**config.mk**
```make
export PLATFORM = sky130hd
export DESIGN_NAME = scanline_serializer
export DESIGN_NICKNAME = d
export VERILOG_FILES = /design/src/rtl/scanline_pkg.sv /design/src/rtl/sl_word_fifo.sv /design/src/rtl/sl_pixel_timer.sv /design/src/rtl/sl_fetch_gate.sv /design/src/rtl/scanline_serializer.sv
export SDC_FILE = /design/constraint.sdc
export NUM_CORES = 1
export LEC_CHECK = 0
export ABC_AREA = 1
export CAP_MARGIN = 25
export CORE_MARGIN = 5
export CORE_UTILIZATION = 45
export CTS_CLUSTER_SIZE = 16
export DETAILED_ROUTE_END_ITERATION = 12
export GPL_TIMING_DRIVEN = 0
export SETUP_SLACK_MARGIN = 0.5
export SLEW_MARGIN = 20
export SYNTH_ARGS = -nofsm -noshare
export SYNTH_HDL_FRONTEND = slang
export SYNTH_HIERARCHICAL = 1
export SYNTH_SLANG_ARGS = --single-unit
export TNS_END_PERCENT = 50
```
**constraint.sdc**
```tcl
create_clock -name clk -period 3.77 [get_ports clk]
set_input_delay 0.9425 -clock clk [delete_from_list [all_inputs] [get_ports clk]]
set_output_delay 0.9425 -clock clk [all_outputs]
set_load 0.005 [all_outputs]
```
**src/rtl/scanline_pkg.sv**
```systemverilog
package scanline_pkg;
   typedef enum logic [1:0] {
      LS_IDLE   = 2'd0,
      LS_ARMED  = 2'd1,
      LS_ACTIVE = 2'd2
   } line_state_e;
endpackage

```
**src/rtl/sl_word_fifo.sv**
```systemverilog
module sl_word_fifo #(
   parameter int WORD_W = 16,
   parameter int DEPTH  = 16,
   localparam int PTR_W = (DEPTH > 1) ? $clog2(DEPTH) : 1,
   localparam int CNT_W = $clog2(DEPTH + 1)
) (
   input  logic              clk,
   input  logic              rst_n,
   input  logic              flush,
   input  logic              push,
   input  logic [WORD_W-1:0] din,
   input  logic              pop,
   output logic [WORD_W-1:0] dout,
   output logic              empty,
   output logic              full
);
   logic [WORD_W-1:0] mem [DEPTH];
   logic [PTR_W-1:0]  wr_ptr, rd_ptr, wr_nxt, rd_nxt;
   logic [CNT_W-1:0]  level;
   logic              do_push, do_pop;

   generate
      if (DEPTH < 2) begin : g_bad_depth
         $error("sl_word_fifo: DEPTH must be at least 2");
      end
      if ((1 << PTR_W) == DEPTH) begin : g_wrap_pow2
         assign wr_nxt = wr_ptr + 1'b1;
         assign rd_nxt = rd_ptr + 1'b1;
      end else begin : g_wrap_mod
         assign wr_nxt = (wr_ptr == PTR_W'(DEPTH - 1)) ? '0 : wr_ptr + 1'b1;
         assign rd_nxt = (rd_ptr == PTR_W'(DEPTH - 1)) ? '0 : rd_ptr + 1'b1;
      end
   endgenerate

   assign empty   = (level == '0);
   assign full    = (level == CNT_W'(DEPTH));
   assign do_push = push && !full;
   assign do_pop  = pop && !empty;
   assign dout    = mem[rd_ptr];

   always_ff @(posedge clk) begin
      if (!rst_n || flush) begin
         wr_ptr <= '0;
         rd_ptr <= '0;
         level  <= '0;
      end else begin
         if (do_push) wr_ptr <= wr_nxt;
         if (do_pop)  rd_ptr <= rd_nxt;
         case ({do_push, do_pop})
            2'b10:   level <= level + 1'b1;
            2'b01:   level <= level - 1'b1;
            default: level <= level;
         endcase
      end
   end

   always_ff @(posedge clk) begin
      if (do_push && !flush) mem[wr_ptr] <= din;
   end

   assert_no_overflow_R8: assert property (@(posedge clk) disable iff (!rst_n)
      level <= CNT_W'(DEPTH));
   assert_no_push_full_R8: assert property (@(posedge clk) disable iff (!rst_n)
      full |-> !push);
endmodule

```
**src/rtl/sl_pixel_timer.sv**
```systemverilog
module sl_pixel_timer
   import scanline_pkg::*;
#(
   parameter int LINE_PIXELS = 606,
   localparam int POS_W = $clog2(LINE_PIXELS)
) (
   input  logic             clk,
   input  logic             rst_n,
   input  logic             arm,
   input  logic             go,
   input  logic             lowres,
   output line_state_e      state,
   output logic [POS_W-1:0] pos,
   output logic             last_phase
);
   logic phase;

   generate
      if (LINE_PIXELS < 2) begin : g_bad_len
         $error("sl_pixel_timer: LINE_PIXELS must be at least 2");
      end
   endgenerate

   assign last_phase = !lowres || phase;

   always_ff @(posedge clk) begin
      if (!rst_n) begin
         state <= LS_IDLE;
         pos   <= '0;
         phase <= 1'b0;
      end else if (arm) begin
         state <= LS_ARMED;
         pos   <= '0;
         phase <= 1'b0;
      end else begin
         case (state)
            LS_ARMED: if (go) state <= LS_ACTIVE;
            LS_ACTIVE: begin
               phase <= lowres ? ~phase : 1'b0;
               if (last_phase) begin
                  if (pos == POS_W'(LINE_PIXELS - 1)) begin
                     state <= LS_IDLE;
                     pos   <= '0;
                  end else begin
                     pos <= pos + 1'b1;
                  end
               end
            end
            default: state <= LS_IDLE;
         endcase
      end
   end

   assert_hold_lowres_R6: assert property (@(posedge clk) disable iff (!rst_n)
      (state == LS_ACTIVE && !last_phase && !arm) |=> (state == LS_ACTIVE && pos == $past(pos)));
   assert_pos_range_R2: assert property (@(posedge clk) disable iff (!rst_n)
      (state == LS_ACTIVE) |-> (pos < POS_W'(LINE_PIXELS)));
endmodule

```
**src/rtl/sl_fetch_gate.sv**
```systemverilog
module sl_fetch_gate #(
   parameter int COUNT_W = 8
) (
   input  logic               clk,
   input  logic               rst_n,
   input  logic               arm,
   input  logic               open,
   input  logic               full,
   input  logic [COUNT_W-1:0] nwords,
   input  logic               wr_valid,
   output logic               word_req,
   output logic               push
);
   logic [COUNT_W-1:0] accepted;

   assign word_req = open && !full && (accepted < nwords);
   assign push     = wr_valid && word_req;

   always_ff @(posedge clk) begin
      if (!rst_n || arm) accepted <= '0;
      else if (push)     accepted <= accepted + 1'b1;
   end

   assert_acc_bound_R7: assert property (@(posedge clk) disable iff (!rst_n)
      accepted <= nwords);
endmodule

```
**src/rtl/scanline_serializer.sv**
```systemverilog
module scanline_serializer
   import scanline_pkg::*;
#(
   parameter int WORD_W      = 16,
   parameter int BUF_DEPTH   = 16,
   parameter int LINE_PIXELS = 606,
   parameter int MARGIN_W    = 6,
   parameter int COUNT_W     = 8
) (
   input  logic                clk,
   input  logic                rst_n,
   input  logic                line_arm,
   input  logic                line_go,
   input  logic                cfg_lowres,
   input  logic                cfg_invert,
   input  logic [MARGIN_W-1:0] cfg_margin,
   input  logic [COUNT_W-1:0]  cfg_words,
   input  logic                wr_valid,
   input  logic [WORD_W-1:0]   wr_data,
   output logic                word_req,
   output logic                pix_valid,
   output logic                pix_out,
   output logic                underflow
);
   localparam int BIT_W  = $clog2(WORD_W);
   localparam int POS_W  = $clog2(LINE_PIXELS);
   localparam int SPAN_W = ((MARGIN_W > COUNT_W) ? MARGIN_W : COUNT_W) + 1 + BIT_W;
   localparam logic [BIT_W-1:0] TOP_IDX = BIT_W'(WORD_W - 1);

   generate
      if (WORD_W != (1 << BIT_W)) begin : g_bad_word
         $error("scanline_serializer: WORD_W must be a power of two");
      end
      if (POS_W > SPAN_W) begin : g_bad_span
         $error("scanline_serializer: line longer than the control fields can address");
      end
   endgenerate

   // latched per-line controls
   logic                lowres_q, inv_q;
   logic [MARGIN_W-1:0] margin_q;
   logic [COUNT_W-1:0]  words_q;

   always_ff @(posedge clk) begin
      if (!rst_n) begin
         lowres_q <= 1'b0;
         inv_q    <= 1'b0;
         margin_q <= '0;
         words_q  <= '0;
      end else if (line_arm) begin
         lowres_q <= cfg_lowres;
         inv_q    <= cfg_invert;
         margin_q <= cfg_margin;
         words_q  <= cfg_words;
      end
   end

   line_state_e      state;
   logic [POS_W-1:0] pos;
   logic             last_phase;

   sl_pixel_timer #(.LINE_PIXELS(LINE_PIXELS)) u_timer (
      .clk        (clk),
      .rst_n      (rst_n),
      .arm        (line_arm),
      .go         (line_go),
      .lowres     (lowres_q),
      .state      (state),
      .pos        (pos),
      .last_phase (last_phase)
   );

   logic              buf_full, buf_empty, push, pop;
   logic [WORD_W-1:0] head;

   sl_fetch_gate #(.COUNT_W(COUNT_W)) u_gate (
      .clk      (clk),
      .rst_n    (rst_n),
      .arm      (line_arm),
      .open     (state != LS_IDLE),
      .full     (buf_full),
      .nwords   (words_q),
      .wr_valid (wr_valid),
      .word_req (word_req),
      .push     (push)
   );

   sl_word_fifo #(.WORD_W(WORD_W), .DEPTH(BUF_DEPTH)) u_buf (
      .clk   (clk),
      .rst_n (rst_n),
      .flush (line_arm),
      .push  (push),
      .din   (wr_data),
      .pop   (pop),
      .dout  (head),
      .empty (buf_empty),
      .full  (buf_full)
   );

   // position decode: margin is a whole number of words, so the bit index is pos's low bits
   logic [SPAN_W-1:0] start_px, end_px, pos_x;
   logic              in_data, active, data_bit;
   logic [BIT_W-1:0]  bit_idx;

   assign active   = (state == LS_ACTIVE);
   assign start_px = SPAN_W'(margin_q) << BIT_W;
   assign end_px   = (SPAN_W'(margin_q) + SPAN_W'(words_q)) << BIT_W;
   assign pos_x    = SPAN_W'(pos);
   assign in_data  = (pos_x >= start_px) && (pos_x < end_px);
   assign bit_idx  = TOP_IDX - pos[BIT_W-1:0];
   assign data_bit = in_data && !buf_empty && head[bit_idx];
   assign pop      = active && in_data && last_phase && (pos[BIT_W-1:0] == TOP_IDX);

   assign pix_valid = active;
   assign pix_out   = active && (data_bit ^ ~inv_q);

   always_ff @(posedge clk) begin
      if (!rst_n || line_arm)              underflow <= 1'b0;
      else if (active && in_data && buf_empty) underflow <= 1'b1;
   end

   assert_bg_outside_R3: assert property (@(posedge clk) disable iff (!rst_n)
      (pix_valid && !in_data) |-> (pix_out == !inv_q));
   assert_starve_bg_R9: assert property (@(posedge clk) disable iff (!rst_n)
      (pix_valid && buf_empty) |-> (pix_out == !inv_q));
   assert_underflow_sticky_R9: assert property (@(posedge clk) disable iff (!rst_n)
      (underflow && !line_arm) |=> underflow);
   assert_idle_quiet_R1: assert property (@(posedge clk) disable iff (!rst_n)
      !pix_valid |-> !pix_out);
endmodule

```
==> metrics.csv <==
stage,metric,value,unit
outcome,outcome,"complete, but fails checks",
outcome,violations,setup timing,
min_path,hold_path.class,reg -> reg,
final_layout,n_fill_cell,2950,
clock_network,clock_latency,0.51,ns
yosys,syn_area_per_cell,9.143,µm²
power_and_ir_drop,internal-power,5.696,mW
sta,whs,0.4548,ns
worst_setup_path,r2r-end,u_buf/level[4],
yosys,syn_nets,1710,
yosys,yosysTopAreaCellShare,0.5142,
sta,hold_viol_final,0,
sta,fin_ws,-0.2012,ns
route,drt_iter0_drc,970,
route,routedWlPerCell,17.98,µm
yosys,synth_cell_types,39,
final_layout,drive_gt1_frac,0.1327,
clock_network,cts-root-buf,clkbuf_16,
sta,fin_crit_sh,1.053,
route,ant_nets,0,
worst_setup_path,ff2ff_setup_slack,-0.02,ns
sta,period_needed,3.971,ns
yosys,yosys.area.top_type,edfxtp_1,
power_and_ir_drop,p_leak,7.531,nW
final_layout,seq_area,0.008815,mm²
worst_setup_path,reg2reg_depth,30,
yosys,async_flop_share,0,
grt,antenna_found_initial,1,
final_layout,stdcell_count,2213,
route,wl,39.79,mm
final_layout,final_nets,1825,
final_layout,multi_input_area,0.004873,mm²
floorplan,std_cell_rows,66,
worst_setup_path,cp.arrival,3.03,ns
yosys,yosys-top-cells-area,"edfxtp_1 (51%), nand2_1 (12%), nand3_1 (8.0%)",
sta,tightestPinTransition,0.8619,ns
job,drv_cap,0,
power_and_ir_drop,clkPwrFrac,0.432,
sta,fmax,251.8,MHz
yosys,syn_area,0.01495,mm²
route,num_vias,11160,
final_layout,mostFrequentLayoutCells,"nand2_1 (465), inv_1 (290), edfxtp_1 (256), nand3_1 (237), nor2_1 (76)",
power_and_ir_drop,power,7.195,mW
worst_setup_path,cp-end-kind,output port,
grt,grt_pass1_wl,61.03,mm
yosys,synth_edf_count,256,
power_and_ir_drop,power_density,410.3,mW/mm²
place,dp_slack,-0.3509,ns
power_and_ir_drop,p_sw,1.499,mW
floorplan,coreArea,0.03270,mm²
final_layout,antennaDiodeCount,0,
floorplan,die_w,192.3,µm
grt,grt_pass1_vias,10800,
grt,grt_max_degree,17,
power_and_ir_drop,p_sw_frac,0.2083,
route,first_pass_iters,5,
place,dpl_cell_area,0.01619,mm²
clock_network,cts_made_buffers,34,
yosys,synth_ff_type,edfxtp_1,
final_layout,fin_area,0.01753,mm²
sta,setup_viol,2,
sta,fin_skew,0.01398,ns
clock_network,path_clk_slew,0.06,ns
power_and_ir_drop,seqPwrFrac,0.522,
min_path,holdCritStartpoint,underflow,
route,drcViolationCount,0,
yosys,syn_inst,1635,
final_layout,area_growth,17.29,%
grt,grt_usage,0.2173,
sta,slew_headroom,0.4254,
place,dp_hpwl,26.78,mm
place,port_buffers,40,
worst_setup_path,path_class,reg -> out,
clock_network,cts_max_level,2,
clock_network,cts_buffer_depth,3,
clock_network,tritoncts,yes,
place,dp.cells,2132,
route,viasPerCell,5.042,
worst_setup_path,cp-endpoint,pix_out,
final_layout,layout_commonest_cell,nand2_1,
floorplan,die_h,192.3,µm
floorplan,initial_utilization,0.4571,
grt,grt_overflow,0,
floorplan,io_pins,41,
yosys,synth_seq_cells,311,
yosys,ys_warn_count,6,
sta,rsz0062_at_grt,yes,
floorplan,fp.dieArea,0.03697,mm²
yosys,ys_seq_area_frac,0.5879,
worst_setup_path,r2r_start,words_q[0],
sta,finalSetupTns,-0.2212,ns
worst_setup_path,crit_path_start_kind,flop,
place,place_congestion,0.8306,
final_layout,fin_util,0.5362,
worst_setup_path,crit_path_max_fanout,10,
power_and_ir_drop,power_frac_comb,0.046,
power_and_ir_drop,vdd_drop_max,0.2867,mV
clock_network,cts.sinks,311,
worst_setup_path,required,2.83,ns
sta,drv_slew,0,
==> Yosys cell counts, types with 3 or more instances <==
master / instances
inv_2: 8
buf_4: 17
ha_1: 36
nand2_1: 470
nand3_2: 3
clkbuf_1: 8
a21oi_1: 27
nor2_1: 89
nand3_1: 239
buf_2: 20
nand2_4: 4
inv_1: 295
nor3_1: 9
nor2_4: 5
nor2_2: 7
edfxtp_1: 256
nand2_2: 9
xor2_1: 7
nor3_2: 3
dfxtp_1: 55
buf_6: 8
buf_1: 5
o21ai_0: 23
nand4_1: 13
==> layout make-up <==
type | instances | share of cell area
flip-flops and latches | 311 | 0.5027
clock inverters | 15 | 0.007278
clock buffers | 42 | 0.05145
inverters | 304 | 0.06551
repair buffers | 79 | 0.04239
multi-input cells | 962 | 0.2779
plain buffers | 58 | 0.02119
well taps | 442 | 0.03154
==> cells by family after synthesis <==
logic type	share of synthesized area
flip-flops	0.5879
XOR/XNOR	0.004687
AND/OR/NAND/NOR	0.2550
adder cells (fa/ha/maj)	0.03281
AO/OA/AOI/OAI	0.01866
buffers and inverters	0.1009
==> sequential cells by signal, summed over array words and instances (netlist names), 2 cells and up, named ones only <==
| register | flops |
|---|---|
| u_buf/rd_ptr | 4 |
| u_buf/level | 5 |
| u_buf/wr_ptr | 4 |
| margin_q | 6 |
| u_gate/accepted | 8 |
| u_buf/mem | 256 |
| u_timer/state | 2 |
| u_timer/pos | 10 |
| words_q | 8 |
==> worst min path at each step <==
stage / end / cells past startpoint
2_1_floorplan: underflow / 2
3_3_place_gp: underflow / 2
3_5_place_dp: underflow / 2
4_1_cts: underflow / 2
5_1_grt: u_buf/level[0] / 1
6_report: underflow / 2
==> what timing repair did <==
action | 4_1_cts | 5_1_grt
buffers inserted | 10 | 14
gates cloned | 0 | 0
hold buffers | 0 | 0
pin swaps | 8 | 14
setup endpoints to repair | 15 | 29
gates resized for setup | 27 | 23
==> power by group through the flow <==
stage | logic [mW] | clock network (mW) | registers (mW)
2_1_floorplan | 0.164 | 0 | 3.82
3_3_place_gp | 0.291 | 0 | 3.83
3_5_place_dp | 0.298 | 0 | 3.83
4_1_cts | 0.316 | 3.18 | 3.75
5_1_grt | 0.371 | 3.34 | 3.75
6_report | 0.331 | 3.11 | 3.75
==> worst max-delay path, cell delays in order, from the launching register on <==
cell,delay [ns]
dfxtp_1,0.33
inv_2,0.16
clkbuf_1,0.57
nand3_1,0.16
nand3_1,0.13
nand3_1,0.12
nand2_1,0.09
nand2_1,0.05
nand3_1,0.08
nand2_1,0.13
nand2_1,0.09
nand2_1,0.06
nor2_2,0.12
nand3_1,0.08
nand2_1,0.07
inv_1,0.04
nor2_2,0.11
buf_2,0.12
==> per-layer routing <==
| metal | global-route usage | routed length [µm] | up-vias |
|---|---|---|---|
| met2 | 0.3622 | 18780 | 351 |
| met1 | 0.2942 | 17260 | 5285 |
| met4 | 0.05869 | 943 | 0 |
| met3 | 0.03998 | 2810 | 66 |
| li1 | - | - | 5455 |
| met5 | 0 | 0 | - |
Note: power is estimated with default switching activity, not from simulation.
